**config.mk**
```make
export PLATFORM = sky130hd
export DESIGN_NAME = lowreg_alu
export DESIGN_NICKNAME = d
export VERILOG_FILES = /design/src/rtl/lowalu_pkg.sv /design/src/rtl/lowalu_decode.sv /design/src/rtl/lowalu_shift.sv /design/src/rtl/lowalu_arith.sv /design/src/rtl/lowreg_alu.sv
export SDC_FILE = /design/constraint.sdc
export NUM_CORES = 1
export LEC_CHECK = 0
export ABC_AREA = 1
export BUFFER_PORTS_ARGS = -buffer_cell sky130_fd_sc_hd__buf_2
export CAP_MARGIN = 20
export CORE_ASPECT_RATIO = 0.9
export CORE_MARGIN = 5
export CORE_UTILIZATION = 38
export DETAILED_ROUTE_END_ITERATION = 10
export PLACE_DENSITY = 0.69
export SLEW_MARGIN = 25
export SYNTH_ARGS = -nofsm -noshare
export SYNTH_HDL_FRONTEND = slang
export SYNTH_SLANG_ARGS = --single-unit
```
**constraint.sdc**
```tcl
create_clock -name clk -period 4.3 [get_ports clk]
set_input_delay 1.29 -clock clk [delete_from_list [all_inputs] [get_ports clk]]
set_output_delay 1.29 -clock clk [all_outputs]
set_load 0.05 [all_outputs]
```
**src/rtl/lowalu_pkg.sv**
```systemverilog
package lowalu_pkg;

    localparam int WORD_W = 32;
    localparam int IDX_W  = 3;
    localparam int INSN_W = 13;

    typedef enum logic [1:0] {
        FMT_SHIFT   = 2'b00,
        FMT_ADDSUB3 = 2'b01,
        FMT_IMM8    = 2'b10,
        FMT_RSVD    = 2'b11
    } fmt_e;

    typedef enum logic [1:0] {
        SH_LSL = 2'b00,
        SH_LSR = 2'b01,
        SH_ASR = 2'b10,
        SH_BAD = 2'b11
    } shop_e;

    typedef enum logic [1:0] {
        IM_MOV = 2'b00,
        IM_CMP = 2'b01,
        IM_ADD = 2'b10,
        IM_SUB = 2'b11
    } imop_e;

    typedef enum logic [1:0] {
        SEL_SHIFT,
        SEL_ARITH,
        SEL_MOVE
    } rsel_e;

    typedef struct packed {
        logic n;
        logic z;
        logic c;
        logic v;
    } flags_t;

    function automatic flags_t nz_update(input flags_t base, input logic msb, input logic is_zero);
        flags_t f;
        f   = base;
        f.n = msb;
        f.z = is_zero;
        return f;
    endfunction

endpackage

```
**src/rtl/lowalu_decode.sv**
```systemverilog
module lowalu_decode
    import lowalu_pkg::*;
#(
    parameter int DATA_W = WORD_W,
    localparam int AMT_W = $clog2(DATA_W)
) (
    input  logic [1:0]        fmt,
    input  logic [INSN_W-1:0] insn,
    input  logic [DATA_W-1:0] opb,
    output shop_e             sh_op,
    output logic [AMT_W-1:0]  sh_amt,
    output logic [IDX_W-1:0]  dst,
    output logic [DATA_W-1:0] arith_b,
    output logic              do_sub,
    output rsel_e             sel,
    output logic              wr,
    output logic              ill
);
    always_comb begin
        sh_op   = shop_e'(insn[12:11]);
        sh_amt  = insn[10:6];
        dst     = insn[2:0];
        arith_b = opb;
        do_sub  = 1'b0;
        sel     = SEL_SHIFT;
        wr      = 1'b1;
        ill     = 1'b0;
        unique case (fmt_e'(fmt))
            FMT_SHIFT: begin
                ill = (shop_e'(insn[12:11]) == SH_BAD);
            end
            FMT_ADDSUB3: begin
                sel     = SEL_ARITH;
                do_sub  = insn[9];
                arith_b = insn[10] ? DATA_W'(insn[8:6]) : opb;
            end
            FMT_IMM8: begin
                dst     = insn[10:8];
                arith_b = DATA_W'(insn[7:0]);
                unique case (imop_e'(insn[12:11]))
                    IM_MOV: sel = SEL_MOVE;
                    IM_CMP: begin sel = SEL_ARITH; do_sub = 1'b1; wr = 1'b0; end
                    IM_ADD: sel = SEL_ARITH;
                    IM_SUB: begin sel = SEL_ARITH; do_sub = 1'b1; end
                endcase
            end
            default: begin
                ill = 1'b1;
                wr  = 1'b0;
            end
        endcase
    end
endmodule

```
**src/rtl/lowalu_shift.sv**
```systemverilog
module lowalu_shift
    import lowalu_pkg::*;
#(
    parameter int DATA_W = WORD_W,
    localparam int AMT_W = $clog2(DATA_W),
    localparam int EXT_W = DATA_W + 1
) (
    input  logic [DATA_W-1:0] a,
    input  shop_e             op,
    input  logic [AMT_W-1:0]  amt,
    input  logic              cin,
    output logic [DATA_W-1:0] res,
    output logic              cout
);
    logic [AMT_W:0]   ramt;
    logic [EXT_W-1:0] ext;

    // An amount field of zero on a right shift stands for a full-width shift.
    assign ramt = (amt == '0) ? (AMT_W+1)'(DATA_W) : {1'b0, amt};

    always_comb begin
        ext  = '0;
        res  = a;
        cout = cin;
        unique case (op)
            SH_LSL: begin
                ext  = {1'b0, a} << amt;
                res  = ext[DATA_W-1:0];
                cout = (amt == '0) ? cin : ext[DATA_W];
            end
            SH_LSR: begin
                ext  = {a, 1'b0} >> ramt;
                res  = ext[DATA_W:1];
                cout = ext[0];
            end
            SH_ASR: begin
                ext  = $signed({a, 1'b0}) >>> ramt;
                res  = ext[DATA_W:1];
                cout = ext[0];
            end
            default: begin
                res  = a;
                cout = cin;
            end
        endcase
    end
endmodule

```
**src/rtl/lowalu_arith.sv**
```systemverilog
module lowalu_arith
    import lowalu_pkg::*;
#(
    parameter int DATA_W = WORD_W,
    localparam int MSB = DATA_W - 1
) (
    input  logic [DATA_W-1:0] a,
    input  logic [DATA_W-1:0] b,
    input  logic              sub,
    output logic [DATA_W-1:0] res,
    output logic              cout,
    output logic              ovf
);
    logic [DATA_W:0]   sum;
    logic [DATA_W-1:0] ovf_vec;

    always_comb begin
        if (sub) begin
            sum     = {1'b0, a} - {1'b0, b};
            res     = sum[DATA_W-1:0];
            cout    = (b <= a);
            ovf_vec = (a ^ res) & (~b ^ res);
        end else begin
            sum     = {1'b0, a} + {1'b0, b};
            res     = sum[DATA_W-1:0];
            cout    = sum[DATA_W];
            ovf_vec = (a ^ res) & (b ^ res);
        end
        ovf = ovf_vec[MSB];
    end
endmodule

```
**src/rtl/lowreg_alu.sv**
```systemverilog
module lowreg_alu
    import lowalu_pkg::*;
#(
    parameter int DATA_W = WORD_W,
    localparam int AMT_W = $clog2(DATA_W),
    localparam int MSB   = DATA_W - 1
) (
    input  logic              clk,
    input  logic              rst,
    input  logic              in_valid,
    input  logic [1:0]        in_fmt,
    input  logic [INSN_W-1:0] in_insn,
    input  logic [DATA_W-1:0] op_a,
    input  logic [DATA_W-1:0] op_b,
    input  logic [3:0]        flags_in,
    output logic              wb_en,
    output logic [IDX_W-1:0]  wb_idx,
    output logic [DATA_W-1:0] wb_data,
    output logic [3:0]        flags_out,
    output logic              illegal
);
    flags_t            fin, fnext;
    shop_e             sh_op;
    logic [AMT_W-1:0]  sh_amt;
    logic [IDX_W-1:0]  dst;
    logic [DATA_W-1:0] arith_b, sh_res, ar_res, res;
    logic              do_sub, wr, ill, sh_c, ar_c, ar_v;
    rsel_e             sel;

    assign fin = flags_t'(flags_in);

    lowalu_decode #(.DATA_W(DATA_W)) dec_i (
        .fmt(in_fmt), .insn(in_insn), .opb(op_b),
        .sh_op(sh_op), .sh_amt(sh_amt), .dst(dst), .arith_b(arith_b),
        .do_sub(do_sub), .sel(sel), .wr(wr), .ill(ill)
    );

    lowalu_shift #(.DATA_W(DATA_W)) shf_i (
        .a(op_a), .op(sh_op), .amt(sh_amt), .cin(fin.c),
        .res(sh_res), .cout(sh_c)
    );

    lowalu_arith #(.DATA_W(DATA_W)) ari_i (
        .a(op_a), .b(arith_b), .sub(do_sub),
        .res(ar_res), .cout(ar_c), .ovf(ar_v)
    );

    always_comb begin
        unique case (sel)
            SEL_ARITH: res = ar_res;
            SEL_MOVE:  res = arith_b;
            default:   res = sh_res;
        endcase
        fnext = nz_update(fin, res[MSB], res == '0);
        if (sel == SEL_SHIFT) begin
            fnext.c = sh_c;
        end else if (sel == SEL_ARITH) begin
            fnext.c = ar_c;
            fnext.v = ar_v;
        end
        if (ill) begin
            fnext = fin;
        end
    end

    always_ff @(posedge clk) begin
        if (rst) begin
            wb_en     <= 1'b0;
            wb_idx    <= '0;
            wb_data   <= '0;
            flags_out <= '0;
            illegal   <= 1'b0;
        end else if (in_valid) begin
            wb_en     <= wr && !ill;
            wb_idx    <= dst;
            wb_data   <= res;
            flags_out <= fnext;
            illegal   <= ill;
        end else begin
            wb_en     <= 1'b0;
            illegal   <= 1'b0;
        end
    end


    illegal_blocks_write_chk: assert property (@(posedge clk) disable iff (rst)
        illegal |-> !wb_en);


    illegal_flags_hold_chk: assert property (@(posedge clk) disable iff (rst)
        (in_valid && ill) |=> (flags_out == $past(flags_in)));


    idle_no_write_chk: assert property (@(posedge clk) disable iff (rst)
        !in_valid |=> (!wb_en && !illegal));


    idle_hold_chk: assert property (@(posedge clk) disable iff (rst)
        !in_valid |=> ($stable(wb_data) && $stable(flags_out) && $stable(wb_idx)));


    shift_keeps_v_chk: assert property (@(posedge clk) disable iff (rst)
        (in_valid && in_fmt == FMT_SHIFT && in_insn[12:11] != SH_BAD)
        |=> (flags_out[0] == $past(flags_in[0])));


    nz_match_chk: assert property (@(posedge clk) disable iff (rst)
        (in_valid && !ill) |=> (flags_out[3] == wb_data[MSB] && flags_out[2] == (wb_data == '0)));


    cmp_no_write_chk: assert property (@(posedge clk) disable iff (rst)
        (in_valid && in_fmt == FMT_IMM8 && in_insn[12:11] == IM_CMP)
        |=> (!wb_en && wb_idx == $past(in_insn[10:8])));


    mov_keeps_cv_chk: assert property (@(posedge clk) disable iff (rst)
        (in_valid && in_fmt == FMT_IMM8 && in_insn[12:11] == IM_MOV)
        |=> (flags_out[1:0] == $past(flags_in[1:0]) && wb_en));
endmodule

```
==> results.cfg <==
[grt]
grt_overflow_total = 0
grt_pass1_wl_mm = 104
grt_use_total_pct = 38.9
grt_pass1_vias = 16900
antenna_found_initial = 0
grt_max_degree = 69

[setup_path]
crit_fanout = 5
crit_path_start_kind = input pin
crit_buf_inv = 10
slowest_stage = o211ai_1
rrSetupSlack_ns = 3.45
ff2ff_path_depth = 2
crit_arrival_ns = 4.70
worstSetupEndpointType = flip-flop
path_class = in -> reg
worst_r2r_endpoint = flags_out[2]
crit_top_cell = nand2_2
slowest_delay_ns = 0.36
reg2reg_from = flags_out[2]
cp.required_ns = 4.45
crit_family = compound AO/OA/AOI/OAI gates

[logic_synthesis]
syn-num-nets = 2560
synthesis.area_sq_um = 11800
synth_top_cell_by_area = nand2_1
ys_seq_area_share_pct = 6.95
yosys_warnings = 0
syn_inst = 2400
netlist_top_cells_area = nand2_1, nand3_1, inv_1
synth_seq_cells = 41
synth_area_per_cell_sq_um = 4.92
synthDistinctLibCells = 55
yosysTopAreaCellShare_pct = 27.1

[cells_and_area]
mostFrequentLayoutCell = nand2_1
diodes = 0
finalCoreUtilization_pct = 57.1
final_cell_mix = nand2_1, buf_4, nand3_1
drive_gt1_share_pct = 33.4
synthToLayoutAreaGrowth_pct = 48.7
nets = 2973

[outcome]
outcome = finished, violations left
violations = negative setup slack

[route]
wl_mm = 71.8
first_pass_iters = 10
drt_iter0_drc = 2517
avgViaCountPerCell = 5.75
wl_per_cell_microns = 22.3
vias = 18500
final_antenna_net_count = 0
route.detailed.drc = 0

[sta]
setup_viol = 14
final_max_slew_viol_count = 0
final_hold_viol_count = 0
finalCritPeriodShare_pct = 106
rsz0062_at_grt = yes
clock_skew_ns = 0
worst_slew_pin_slew_ns = 0.990
slew_headroom_pct = 33.9
fmax_mhz = 220
setup_ws_ns = -0.248
min_period_ns = 4.55

[floorplanning]
die_w_microns = 196
die_area_sq_um = 34700
start_util_pct = 38.4
core_sq_um = 30800
io_pins = 127
rows = 61
fp.dieH_microns = 177

[power]
ir_worst_vdd_uv = 220
powerDensity_nw_per_um2 = 233
leakage_nw = 9.42

[clocking]
cts_hold_buf = 0
cts-root-buf = clkbuf_16
clock_latency_ns = 0.28
cts_buffers = 5
clockBufferDepth = 2
cts.htree.levels = 2
clk_pin_slew_ns = 0.06
cts_tree = done
numClockSinks = 41

[placed_design]
post-dp-hpwl_mm = 58.1
gp_congestion = 1.08
pre_cts_slack_ns = -1.26
portBuffers = 126

[min_path]
min_path_type = reg -> reg
whs_endpoint = flags_out[3]
min_path_cells = 2
hp-start = flags_out[3]

[job]
maxCapViolCount = 0
flip-flops by register name, summed over array words and instances (netlist names):
| signal | flops |
|---|---|
| wb_en | 1 |
| illegal | 1 |
| wb_idx | 3 |
| flags_out | 4 |
| wb_data | 32 |
how the worst max path moves through the flow:
stage | start | end | slack, ns | cells after the start
6_report | in_fmt[1] | flags_out[0] | -0.25 | 27
5_1_grt | in_fmt[1] | flags_out[2] | -0.35 | 30
4_1_cts | in_fmt[0] | flags_out[0] | -0.17 | 27
3_5_place_dp | in_fmt[0] | flags_out[2] | -1.26 | 28
3_3_place_gp | in_fmt[0] | flags_out[2] | -1.33 | 28
2_1_floorplan | in_fmt[1] | flags_out[3] | 0.02 | 25
cells by family after synthesis:
family	after synthesis	share of synthesized area [%]
AOI/OAI and AO/OA	310	14.9
adders and majority gates	74	7.97
buffers and inverters	407	13.8
muxes	1	0.0848
and+or+nand+nor	1567	56.3
DFF	41	6.95
what timing repair did:
action | 4_1_cts | 5_1_grt
buffers inserted | 15 | 21
gates resized for setup | 238 | 266
endpoints found under the setup margin | 33 | 32
pin swaps | 43 | 90
metal layers:
metal / vias up / global-route usage [%] / part of all wire [%]
met5: - / 0 / 0
met4: 0 / 14.5 / 5.4
met3: 254 / 11.9 / 14
met2: 1317 / 56.5 / 39
met1: 8430 / 54.0 / 41
li1: 8536 / - / -
cells in the mapped netlist, drive strengths merged:
master	count
fa	2
a221oi	1
a211oi	1
ha	72
nor3	15
nor4	4
a21o	2
nand4	20
o221ai	1
nand3b	6
o31ai	2
nor2	251
a21boi	3
clkbuf	49
and2	11
o21ai	133
buf	63
a22oi	8
nor3b	1
inv	292
o21a	3
o22ai	3
o21bai	17
and3	1
or2	7
nand3	381
a31oi	5
clkinv	3
o2111ai	3
o211ai	18
mux2i	1
a21oi	109
nand2	870
a31o	1
dfxtp	41
layout make-up:
| type | count | area, sq um |
|---|---|---|
| clock buffer | 5 | 125 |
| inverter | 295 | 1140 |
| fill | 3221 | 13200 |
| multi-input combinational | 1952 | 11000 |
| tap | 409 | 512 |
| timing repair buffer | 518 | 3840 |
| clock inverter | 3 | 68.8 |
| sequential | 41 | 821 |
per-stage QoR:
step	std cells	instance area, sq um	TNS (ns)	hold WS (ns)	total power, mW
after floorplan	2400	11800	0	0.689	1.79
after global placement	3180	15300	-20.87	0.454	2.99
after detailed placement	3180	15300	-22.84	0.458	3.00
after CTS	3203	16500	-0.538	0.466	3.72
after global routing	3223	17600	-3.84	0.479	4.29
final	3223	17600	-1.41	0.464	4.09
tightest hold or removal path, stage by stage (launching register included):
cell,delay (ns)
dfxtp_1,0.31
nand2_1,0.06
a21oi_1,0.05
where the power goes:
part | leakage [nW] | internal [mW] | switching, mW
logic | 8.98 | 1.19 | 1.97
registers | 0.340 | 0.412 | 0.0173
clock network | 0.0944 | 0.335 | 0.169
total | 9.42 | 1.94 | 2.16
Note: power is estimated with default switching activity, not from simulation.
